File: src/rtl/pkt_proto_ctrl.sv
module pkt_proto_ctrl #(
  parameter int LEN_W        = 16,
  parameter int HALF_LEN     = 320,
  parameter int CNT_W        = 16,
  parameter int TICKS_PER_MS = 50000,
  parameter int DISC_MS      = 100,
  parameter int STRETCH_MS   = 50
) (
  input  logic             clk,
  input  logic             rst_n,
  input  logic             pkt_valid,
  input  logic [LEN_W-1:0] pkt_len,
  input  logic [7:0]       pkt_byte,
  input  logic [31:0]      pkt_word,
  input  logic [31:0]      node_id,
  input  logic             fb_idle,
  output logic [LEN_W-1:0] wr_offset,
  output logic             fmt_req,
  output logic             disc_req,
  output logic             stat_req,
  output logic [CNT_W-1:0] invalid_cnt,
  output logic [CNT_W-1:0] overrun_cnt,
  output logic             led_comm,
  output logic             led_err,
  output logic             led_id
);
  localparam int PRE_W = $clog2(TICKS_PER_MS + 1);
  localparam int MS_W  = $clog2(DISC_MS + 1);
  localparam int LT_W  = $clog2(STRETCH_MS + 1);
  localparam logic [LEN_W-1:0] HALF = LEN_W'(HALF_LEN);
  localparam logic [7:0] CMD_STATUS = 8'h01;

  typedef enum logic [1:0] {S_ADDR = 2'd0, S_SECOND = 2'd1, S_IGN = 2'd2} st_t;

  st_t             st, st_nxt;
  logic [PRE_W-1:0] pre;
  logic [MS_W-1:0]  ms_cnt;
  logic             ms_tick;
  logic             is_disc, is_cmd, is_adr, is_half;
  logic             hit_disc, hit_stat, hit_fmt, hit_ovr, hit_inv;

  assign ms_tick  = (pre == PRE_W'(TICKS_PER_MS - 1));
  assign is_disc  = (pkt_len == '0);
  assign is_cmd   = (pkt_len == LEN_W'(1));
  assign is_adr   = (pkt_len == LEN_W'(4));
  assign is_half  = (pkt_len == HALF) && !is_disc && !is_cmd && !is_adr;

  assign hit_disc = pkt_valid && is_disc && (ms_cnt < MS_W'(DISC_MS));
  assign hit_stat = pkt_valid && is_cmd && st == S_ADDR && pkt_byte == CMD_STATUS;
  assign hit_fmt  = pkt_valid && is_half && st == S_SECOND && fb_idle;
  assign hit_ovr  = pkt_valid && is_half && st == S_SECOND && !fb_idle;
  assign hit_inv  = pkt_valid && ((is_cmd && st != S_ADDR) ||
                                  !(is_disc || is_cmd || is_adr || is_half));

  always_comb begin
    st_nxt = st;
    if (pkt_valid) begin
      if (is_disc)      st_nxt = st;
      else if (is_adr)  st_nxt = (pkt_word == node_id) ? S_ADDR : S_IGN;
      else if (is_half) st_nxt = (st == S_ADDR) ? S_SECOND : S_IGN;
      else              st_nxt = S_IGN;
    end
  end

  always_ff @(posedge clk or negedge rst_n) begin
    if (!rst_n) begin
      st        <= S_IGN;
      pre       <= '0;
      ms_cnt    <= '0;
      wr_offset <= '0;
      fmt_req   <= 1'b0;
      disc_req  <= 1'b0;
      stat_req  <= 1'b0;
      invalid_cnt <= '0;
      overrun_cnt <= '0;
    end else begin
      st       <= st_nxt;
      pre      <= ms_tick ? '0 : pre + 1'b1;
      if (ms_tick && ms_cnt < MS_W'(DISC_MS)) ms_cnt <= ms_cnt + 1'b1;
      if (pkt_valid) wr_offset <= (st_nxt == S_SECOND) ? HALF : '0;
      fmt_req  <= hit_fmt;
      disc_req <= hit_disc;
      stat_req <= hit_stat;
      if (hit_inv && invalid_cnt != '1) invalid_cnt <= invalid_cnt + 1'b1;
      if (hit_ovr && overrun_cnt != '1) overrun_cnt <= overrun_cnt + 1'b1;
    end
  end

  logic [2:0] lamp_trig, lamp_on;
  assign lamp_trig = {hit_fmt, hit_inv || hit_ovr, pkt_valid};

  for (genvar i = 0; i < 3; i++) begin : g_lamp
    logic [LT_W-1:0] hold;
    always_ff @(posedge clk or negedge rst_n) begin
      if (!rst_n)                hold <= '0;
      else if (lamp_trig[i])     hold <= LT_W'(STRETCH_MS);
      else if (ms_tick && hold != '0) hold <= hold - 1'b1;
    end
    assign lamp_on[i] = (hold != '0);
  end

  assign led_comm = lamp_on[0];
  assign led_err  = lamp_on[1];
  assign led_id   = lamp_on[2];

  initial begin
    a_r5_half_len_distinct: assert (HALF_LEN > 4 && HALF_LEN < (1 << LEN_W));
  end

  a_r1_state_legal: assert property (@(posedge clk) disable iff (!rst_n)
    st != 2'd3);

  a_r6_fmt_cause: assert property (@(posedge clk) disable iff (!rst_n)
    fmt_req |-> $past(pkt_valid) && $past(fb_idle) && $past(st) == S_SECOND);

  a_r4_stat_cause: assert property (@(posedge clk) disable iff (!rst_n)
    pkt_valid && is_cmd |=> st == S_IGN);

  a_r8_offset_only_second: assert property (@(posedge clk) disable iff (!rst_n)
    wr_offset != '0 |-> st == S_SECOND);

  a_r2_one_reply: assert property (@(posedge clk) disable iff (!rst_n)
    $onehot0({fmt_req, disc_req, stat_req}));

  a_r10_inv_monotonic: assert property (@(posedge clk) disable iff (!rst_n)
    invalid_cnt >= $past(invalid_cnt));

  a_r10_ovr_monotonic: assert property (@(posedge clk) disable iff (!rst_n)
    overrun_cnt >= $past(overrun_cnt));

  a_r9_comm_lit: assert property (@(posedge clk) disable iff (!rst_n)
    pkt_valid |=> led_comm);

  a_r3_idle_hold: assert property (@(posedge clk) disable iff (!rst_n)
    !pkt_valid |=> $stable(st) && $stable(wr_offset));
endmodule

File: config.mk
export PLATFORM = sky130hd
export DESIGN_NAME = pkt_proto_ctrl
export DESIGN_NICKNAME = d
export VERILOG_FILES = /design/src/rtl/pkt_proto_ctrl.sv
export SDC_FILE = /design/constraint.sdc
export NUM_CORES = 1
export LEC_CHECK = 0
export ABC_CLOCK_PERIOD_IN_PS = 2400
export BUFFER_PORTS_ARGS = -buffer_cell sky130_fd_sc_hd__buf_4
export CAP_MARGIN = 20
export CORE_MARGIN = 4
export CORE_UTILIZATION = 51
export DETAILED_ROUTE_END_ITERATION = 7
export GPL_ROUTABILITY_DRIVEN = 0
export PLACE_DENSITY = 0.85
export SLEW_MARGIN = 10
export SYNTH_ARGS = -nofsm -noshare
export SYNTH_HDL_FRONTEND = slang
export SYNTH_SLANG_ARGS = --single-unit
File: constraint.sdc
create_clock -name clk -period 2.4 [get_ports clk]
set_input_delay 0.12 -clock clk [delete_from_list [all_inputs] [get_ports clk]]
set_output_delay 0.12 -clock clk [all_outputs]
set_load 0.01 [all_outputs]
# Word-level counts from Yosys, hierarchy flattened
# Index checks and enable logic that the tools add are counted.
[word_totals]
register_bits = 94
wordCells = 83
in_bits = 92
[classes]
addsub = 7
reduce_logical = 39
eq_ne = 10
n_mux = 14
n_lt_le_gt_ge = 1
[ops]
columns = ["op", "count"]
rows = [
  ["$add 16x1->16 const B", 3],
  ["$mux 6", 6],
  ["$eq 32x32->1", 1],
  ["$ne 16x16->1 const B", 2],
  ["$logic_and 1x1->1", 20],
  ["$reduce_bool 6->1", 3],
  ["$sub 6x1->6 const B", 3],
  ["$eq 16x1->1 const B", 1],
  ["$eq 16x16->1 const B", 1],
  ["$eq 16x3->1 const B", 1],
  ["$eq 16x9->1 const B", 1],
  ["$logic_not 16->1", 1],
  ["$mux 16", 1],
  ["$mux 2", 6],
  ["$mux 9", 1],
  ["$eq 8x1->1 const B", 1],
  ["$reduce_bool 2->1", 4],
  ["$add 7x1->7 const B", 1],
  ["$lt 7x7->1 const B", 1],
  ["$logic_not 1->1", 5],
  ["$logic_or 1x1->1", 5],
  ["$eq 2x1->1 const B", 2],
  ["$logic_not 2->1", 1],
]

# Depth between registers and ports, before layout
# Gate-level depths: netlist of run 1.
[depth]
depth_word = 11
ltp_mapped = 8

# Worst setup path after synthesis of run 1
# OpenSTA, ideal clock, no wires.
[synth_path]
kind = "reg-to-reg"
startpoint = "register pre[11]"
endpoint = "register g_lamp[1].hold[4]"
path_stages_with_launch = 8
period_less_slack_ps = 1911
slack_ps = 489
setup_ps = 134
t_arrival_ps = 1777
cell_sequence = "dfrtp_1 > or4b_4 > nor4_4 > buf_6 > buf_8 > nand4_1 > xor2_1 > nand2_1"
[synth_between]
elab_chain_len = 3
[synth_rtl]
columns = ["item", "line", "source"]
rows = [
  ["start: declaration", "36", "logic [PRE_W-1:0] pre;"],
  ["start signal: assignment", "78", "pre <= ms_tick ? '0 : pre + 1'b1;"],
  ["$eq 16x16->1", "42", "assign ms_tick = (pre == PRE_W'(TICKS_PER_MS - 1));"],
  ["$logic_and 1x1->1", "97", "else if (ms_tick && hold != '0) hold <= hold - 1'b1;"],
  ["$reduce_bool 2->1 (no source line)", "-", ""],
  ["end signal: assignment", "96", "else if (lamp_trig[i]) hold <= LT_W'(STRETCH_MS);"],
  ["end signal: assignment", "97", ""],
  ["end: declaration", "93", "logic [LT_W-1:0] hold;"],
]
# No other way between the ends.
# A chain may end at the register's enable or synchronous reset.

# Worst setup path after layout of run 1
[layout_path]
startpoint = "register pre[11]"
endpoint = "register ms_cnt[5]"
[layout_between]
elab_chain_len = 2
[layout_rtl]
columns = ["item", "line", "source"]
rows = [
  ["$eq 16x16->1", "42", ""],
  ["$logic_and 1x1->1", "79", "if (ms_tick && ms_cnt < MS_W'(DISC_MS)) ms_cnt <= ms_cnt + 1'b1;"],
  ["end signal: assignment", "79", ""],
  ["end: declaration", "37", "logic [MS_W-1:0] ms_cnt;"],
]
# No other way between the ends.

==> flow_metrics.tcl, run 1 <==
set metrics [dict create \
    p_per_area_nw_per_um2 499 \
    cts_max_level 3 \
    seq_area_frac_synth_pct 45.0 \
    vias 3734 \
    finClkSkew_ps 7.98 \
    io_pins 146 \
    grt_overflow_total 0 \
    grt_usage_pct 21.2 \
    grt_max_degree 80 \
    root_buffer "clkbuf_8" \
    fin_nets 676 \
    grt_pass1_vias 3820 \
    setup_violations 0 \
    synth-seq-cells 79 \
    clk_path_buf_depth 2 \
    fin_crit_sh_pct 90.2 \
    crit_type "reg -> reg" \
    worstSkewPairLatency_ps 350 \
    ant_nets 0 \
    ys_top_cells_by_area "dfrtp_1, xnor2_1, xor2_1, nand4_1, nand3_1" \
    cts_tree "yes" \
    cpPeakStageDelay_ps 540 \
    post-synth-top-area-cell "dfrtp_1" \
    hold_viol_final 0 \
    synth_top_area_share_pct 44.4 \
    syn_area_sq_um 4390 \
    synth_edf_count 0 \
    ys_warn_count 0 \
    drive_above_1_share_pct 29.0 \
    viasPerCell 5.44 \
    critical_path_required_ps 2670 \
    syn_to_final_growth_pct 27.9 \
    synth_common_cells "dfrtp_1, xnor2_1, xor2_1" \
    avgSynthCellArea_sq_um 10.0 \
    synthMostInstantiatedCell "dfrtp_1" \
    grt_pass1_wl_mm 17.1 \
    ys.flop_type "dfrtp_1" \
    cts_setup_buffers 0 \
    pre_cts_ws_ps 243 \
    numCtsBuffers 9 \
    max_freq_ghz 0.462 \
    cap_violations 0 \
    drtPass1Iterations 4 \
    final_max_slew_viol_count 0 \
    leakage_nw 2.59 \
    post_drt_wl_per_cell_microns 15.3 \
    final.min_clock_period_ps 2170 \
    antenna_cells 0 \
    dp_hpwl_mm 8.31 \
    end_kind "register" \
    initial_utilization_pct 52.9 \
    tightest_slew_ps 951 \
    coreArea_sq_um 8300 \
    io_buffers 131 \
    clkTransAtPathRegs_ps 80 \
    utilization_pct 67.7 \
    die-height_microns 101 \
    synth-async-reset-ratio_pct 100 \
    rsz0062_at_grt "false" \
    fin_ws_ps 234 \
    netlist_instances 438 \
    holdCritPathClass "in -> reg" \
    fillers 633 \
    dieArea_sq_um 10200 \
    ir_drop_mv 0.305 \
    rows 33 \
    final.setup.tns_ps 0 \
    first_iter_violations 171 \
    drc_errors 0 \
    path_cells "or4b_4, nor4_4, buf_4, nand2_2, nor3_2, xor2_1" \
    cp_max_fo 24 \
    status "completed" \
    dieWidth_microns 101 \
    critPathLaunchType "register" \
    max_slew_margin_pct 36.6 \
    antenna_found_initial 0 \
    crit_arrival_ps 2430 \
    crit_slowest_cell "or4b_4" \
    cts.sinks 79 \
    synth.distinct_cells 55 \
    totalWireLength_mm 10.5 \
    finalPower_mw 2.80 \
]
-- critical path: cells and delay by family (launching register included) --
family,cells,cell delay (ps)
simple gates,4,1150
buf+inv,1,300
flops,1,440
xor+xnor,1,180
-- layer usage --
| layer | global-route usage, % | share of wire (%) | wire [microns] |
|---|---|---|---|
| met3 | 5.88 | 6.8 | 718 |
| met2 | 37.0 | 53 | 5560 |
| met1 | 24.2 | 38 | 3950 |
| met4 | 8.91 | 2.6 | 269 |
| met5 | 0 | 0 | 0 |
-- power by group --
group	leakage (nW)	total, mW	internal [mW]	switching (mW)
clock network	0.0959	0.880	0.425	0.455
registers	1.01	1.46	1.39	0.0695
logic	1.48	0.464	0.263	0.201
-- cells by family (layout without fill, tap and decap cells) --
| kind of cell | after synthesis | in the layout | synth area share (%) |
|---|---|---|---|
| flip-flops | 79 | 79 | 45.0 |
| adder cells (fa/ha/maj) | 7 | 7 | 1.99 |
| AO/OA/AOI/OAI | 25 | 25 | 4.02 |
| other | 1 | 14 | 0.0854 |
| AND/OR/NAND/NOR | 197 | 197 | 25.2 |
| XOR/XNOR | 91 | 91 | 18.1 |
| buffers and inverters | 36 | 167 | 4.99 |
| multiplexers | 2 | 2 | 0.513 |
-- layout make-up --
cell class	instances	area, sq um	area share, %
flip-flops and latches	79	1980	35.2
repair buffers	138	1040	18.5
clock buffers	12	155	2.76
well taps	105	131	2.34
clock inverters	4	20.0	0.357
multi-input cells	336	2240	40.0
inverters	13	48.8	0.869
-- final timing paths --
check,start,endpoint,slack [ps],depth (start not counted)
min in group asynchronous,rst_n,pre[6],470,2
hold / removal,pkt_byte[6],stat_req,20,4
setup / recovery,pre[11],ms_cnt[5],230,6
hold reg to reg,ms_cnt[6],ms_cnt[6],470,1
max in group asynchronous,rst_n,invalid_cnt[1],1330,2
setup reg to reg,pre[11],ms_cnt[5],230,6
-- repair_timing --
item,4_1_cts,5_1_grt
gates resized for setup,0,0
hold buffers,1,0
hold endpoints to repair,78,0
-- state kept, by name (all words and copies together) (netlist names) --
signal / count
g_lamp.hold: 18
invalid_cnt: 16
overrun_cnt: 16
pre: 16
ms_cnt: 7
st: 2
disc_req: 1
fmt_req: 1
stat_req: 1
wr_offset: 1
-- layout by cell type, fill, tap and decap left out, drive strengths merged, types with 13 or more instances in the layout --
| cell type | synthesis | routed |
|---|---|---|
| nand3 | 27 | 27 |
| nand2 | 35 | 35 |
| nand4 | 38 | 38 |
| nor4 | 14 | 14 |
| conb | 1 | 14 |
| dfrtp | 78 | 78 |
| inv | 13 | 13 |
| buf | 20 | 137 |
| nor2 | 35 | 35 |
| xnor2 | 51 | 51 |
| xor2 | 40 | 40 |
-- metrics by stage --
stage | area (sq um) | hold slack (ps) | cells
after detailed placement | 5430 | 330 | 670
after CTS | 5620 | 6.47 | 687
after global routing | 5620 | 13.3 | 687
after global placement | 5430 | 338 | 670
final | 5620 | 15.3 | 687
after floorplan | 4440 | -176 | 451
Note: power is estimated with default switching activity, not from simulation.
==> inputs of run 2 (changes only) <==
--- a/config.mk
+++ b/config.mk
@@ -5,11 +5,12 @@
 export SDC_FILE = /design/constraint.sdc
 export NUM_CORES = 1
 export LEC_CHECK = 0
+export ABC_AREA = 1
 export ABC_CLOCK_PERIOD_IN_PS = 2400
 export BUFFER_PORTS_ARGS = -buffer_cell sky130_fd_sc_hd__buf_4
 export CAP_MARGIN = 20
 export CORE_MARGIN = 4
-export CORE_UTILIZATION = 51
+export CORE_UTILIZATION = 53
 export DETAILED_ROUTE_END_ITERATION = 7
 export GPL_ROUTABILITY_DRIVEN = 0
 export PLACE_DENSITY = 0.85
==> run 2 against run 1 <==
Critical endpoint is now g_lamp[0].hold[4]; combinational power is 2% higher; synthesized cell count grew 63%; critical path depth increased by 6; final area grew 16%; total power grew 8.2%; highest routed layer unchanged; first-iteration DRC count up 35%; synthesized area increased by 19%; hold slack improved by 15 ps.
==> flow_metrics.tcl, run 2 <==
set metrics [dict create \
    fin_crit_sh_pct 79.3 \
    die-height_microns 107 \
    cpPeakStageDelay_ps 390 \
    synth_common_cells "nand2_1, inv_1, dfrtp_1" \
    fin_nets 945 \
    drive_above_1_share_pct 21.2 \
    setup_violations 0 \
    first_iter_violations 231 \
    seq_area_frac_synth_pct 38.0 \
    initial_utilization_pct 55.3 \
    crit_slowest_cell "dfrtp_1" \
    rows 35 \
    wl_met1_mm 5.13 \
    synth-async-reset-ratio_pct 100 \
    final_cell_area_sq_um 6510 \
    post-synth-top-area-cell "dfrtp_1" \
    crit_family "simple AND/OR/NAND/NOR gates" \
    final.setup.tns_ps 0 \
    worstSkewPairLatency_ps 350 \
    netlist_instances 712 \
    ys_top_cells_by_area "dfrtp_1, nand2_1, inv_1, nor2_1, xnor2_1" \
    clk_path_buf_depth 2 \
    syn_area_sq_um 5210 \
    placed_cell_area_sq_um 6240 \
    io_buffers 131 \
    antenna_found_initial 0 \
    layout_commonest_cell "nand2_1" \
    tightest_slew_ps 666 \
    syn_to_final_growth_pct 24.9 \
    ys_warn_count 0 \
    crit_type "reg -> reg" \
    synthMostInstantiatedCell "nand2_1" \
    final.min_clock_period_ps 1900 \
    io_pins 146 \
    finalPower_mw 3.03 \
    fillers 756 \
    grt_usage_pct 22.8 \
    max_freq_ghz 0.525 \
    worst_hold_slack_ps 30.1 \
    post_drt_wl_per_cell_microns 12.9 \
    ant_nets 0 \
    wl_met2_mm 6.46 \
    cts_tree "yes" \
    grt_pass1_vias 4981 \
    grt_pass1_wl_mm 21.8 \
    final_max_slew_viol_count 0 \
    cts.sinks 79 \
    dieWidth_microns 107 \
    coreArea_sq_um 9420 \
    grt_max_degree 80 \
    synth-seq-cells 79 \
    ys.flop_type "dfrtp_1" \
    grt_overflow_total 0 \
    end_kind "register" \
    finClkSkew_ps 11.9 \
    viasPerCell 5.15 \
    root_buffer "clkbuf_8" \
    top_layer_used "met4" \
    rsz0062_at_grt "false" \
    max_slew_margin_pct 55.5 \
    largest_reg_flops 18 \
    worst-path-buf-inv 3 \
    hold_viol_final 0 \
    cts_max_level 3 \
    critical_path_required_ps 2630 \
    mostFrequentLayoutCells "nand2_1, buf_4, inv_1" \
    critPathLaunchType "register" \
    avgSynthCellArea_sq_um 7.32 \
    dr_wl_met3_microns 827 \
    dieArea_sq_um 11500 \
    drtPass1Iterations 5 \
    path_common_cell "nand2_1" \
    dp_hpwl_mm 9.77 \
    cts_setup_buffers 0 \
    synth_edf_count 0 \
    leakage_nw 3.35 \
    clkTransAtPathRegs_ps 90 \
    status "completed" \
    crit_arrival_ps 2140 \
    top_register "g_lamp.hold" \
    numCtsBuffers 9 \
    vias 5051 \
    ir_drop_mv 0.334 \
    synth_top_area_share_pct 37.5 \
    totalWireLength_mm 12.7 \
    synth.distinct_cells 46 \
    p_per_area_nw_per_um2 466 \
    path_cells "ha_1, nand2_1, nor2_2, inv_2, nor2_2, nand2_4, clkinv_4, nand2_1, nand2_1, inv_2, o21ai_1, nand2_1" \
    holdCritPathClass "in -> reg" \
    antenna_cells 0 \
    cap_violations 0 \
    drc_errors 0 \
    cp_max_fo 8 \
]
## run 2: cell count changes in the layout (fill, tap and decap cells not counted), sizes merged, moves of 4 or more
cell	delta
nor3	+7
buf	-5
and4	-5
nand2	+163
nor4	-10
nand4b	-4
xor2	-13
o21ai	+10
nand3	+27
xnor2	-21
inv	+96
nor2	+49
and3	-8
## run 2: cells by family after synthesis
logic type / Yosys count / share of synthesized area, %
and+or+nand+nor: 409 / 36.7
DFF: 79 / 38.0
xor gates and xnor gates: 57 / 9.58
muxes: 1 / 0.216
AOI/OAI and AO/OA: 28 / 2.91
buffers and inverters: 130 / 10.9
adders and majority gates: 7 / 1.68
other: 1 / 0.0720
## run 2: metal layers
metal	GRT usage, %	vias up
met3	3.97	18
met1	26.9	2347
met4	7.95	0
met2	41.6	190
li1	-	2496
met5	0	-
## run 2: report_power, final
part / switching [mW] / total, mW / leakage, nW / internal (mW)
registers: 0.0637 / 1.43 / 0.992 / 1.37
clock network: 0.525 / 1.12 / 0.111 / 0.599
logic: 0.230 / 0.471 / 2.25 / 0.241
total: 0.819 / 3.03 / 3.35 / 2.21
## run 2: cell type report
type | count | area [sq um] | share of cell area (%)
clock buffer | 9 | 124 | 1.90
inverter | 107 | 407 | 6.25
tap | 129 | 161 | 2.48
timing repair buffer | 133 | 1020 | 15.7
clock inverter | 7 | 103 | 1.58
sequential | 79 | 1980 | 30.4
multi-input combinational | 516 | 2710 | 41.7
## run 2: final timing paths
| kind | from | end | slack, ps | cells past startpoint |
|---|---|---|---|---|
| setup reg to reg | pre[0] | g_lamp[0].hold[4] | 500 | 12 |
| min in group asynchronous | rst_n | invalid_cnt[15] | 220 | 2 |
| hold reg to reg | pre[0] | pre[0] | 480 | 1 |
| setup / recovery | pre[0] | g_lamp[0].hold[4] | 500 | 12 |
| hold / removal | pkt_byte[6] | stat_req | 30 | 4 |
| max in group asynchronous | rst_n | disc_req | 1600 | 3 |
## run 2: repair_timing
action,4_1_cts,5_1_grt
resized for setup,0,0
endpoints found under the hold margin,78,0
hold buffers,1,0
## run 2: metrics by stage
stage	instances	worst slack (ps)	utilization (%)
floorplan	725	791	-
global placement	962	575	66.3
detailed placement	962	465	66.3
CTS	979	506	68.8
global route	980	238	69.1
finish	980	497	69.1
## run 2: worst register-to-register path, cell delays in order, from the launching register on
cell and delay [ps]:
dfrtp_1 390, ha_1 210, nand2_1 80, nor2_2 120, inv_2 60, nor2_2 190, nand2_4 130, clkinv_4 110
nand2_1 80, nand2_1 170, inv_2 60, o21ai_1 120, nand2_1 70
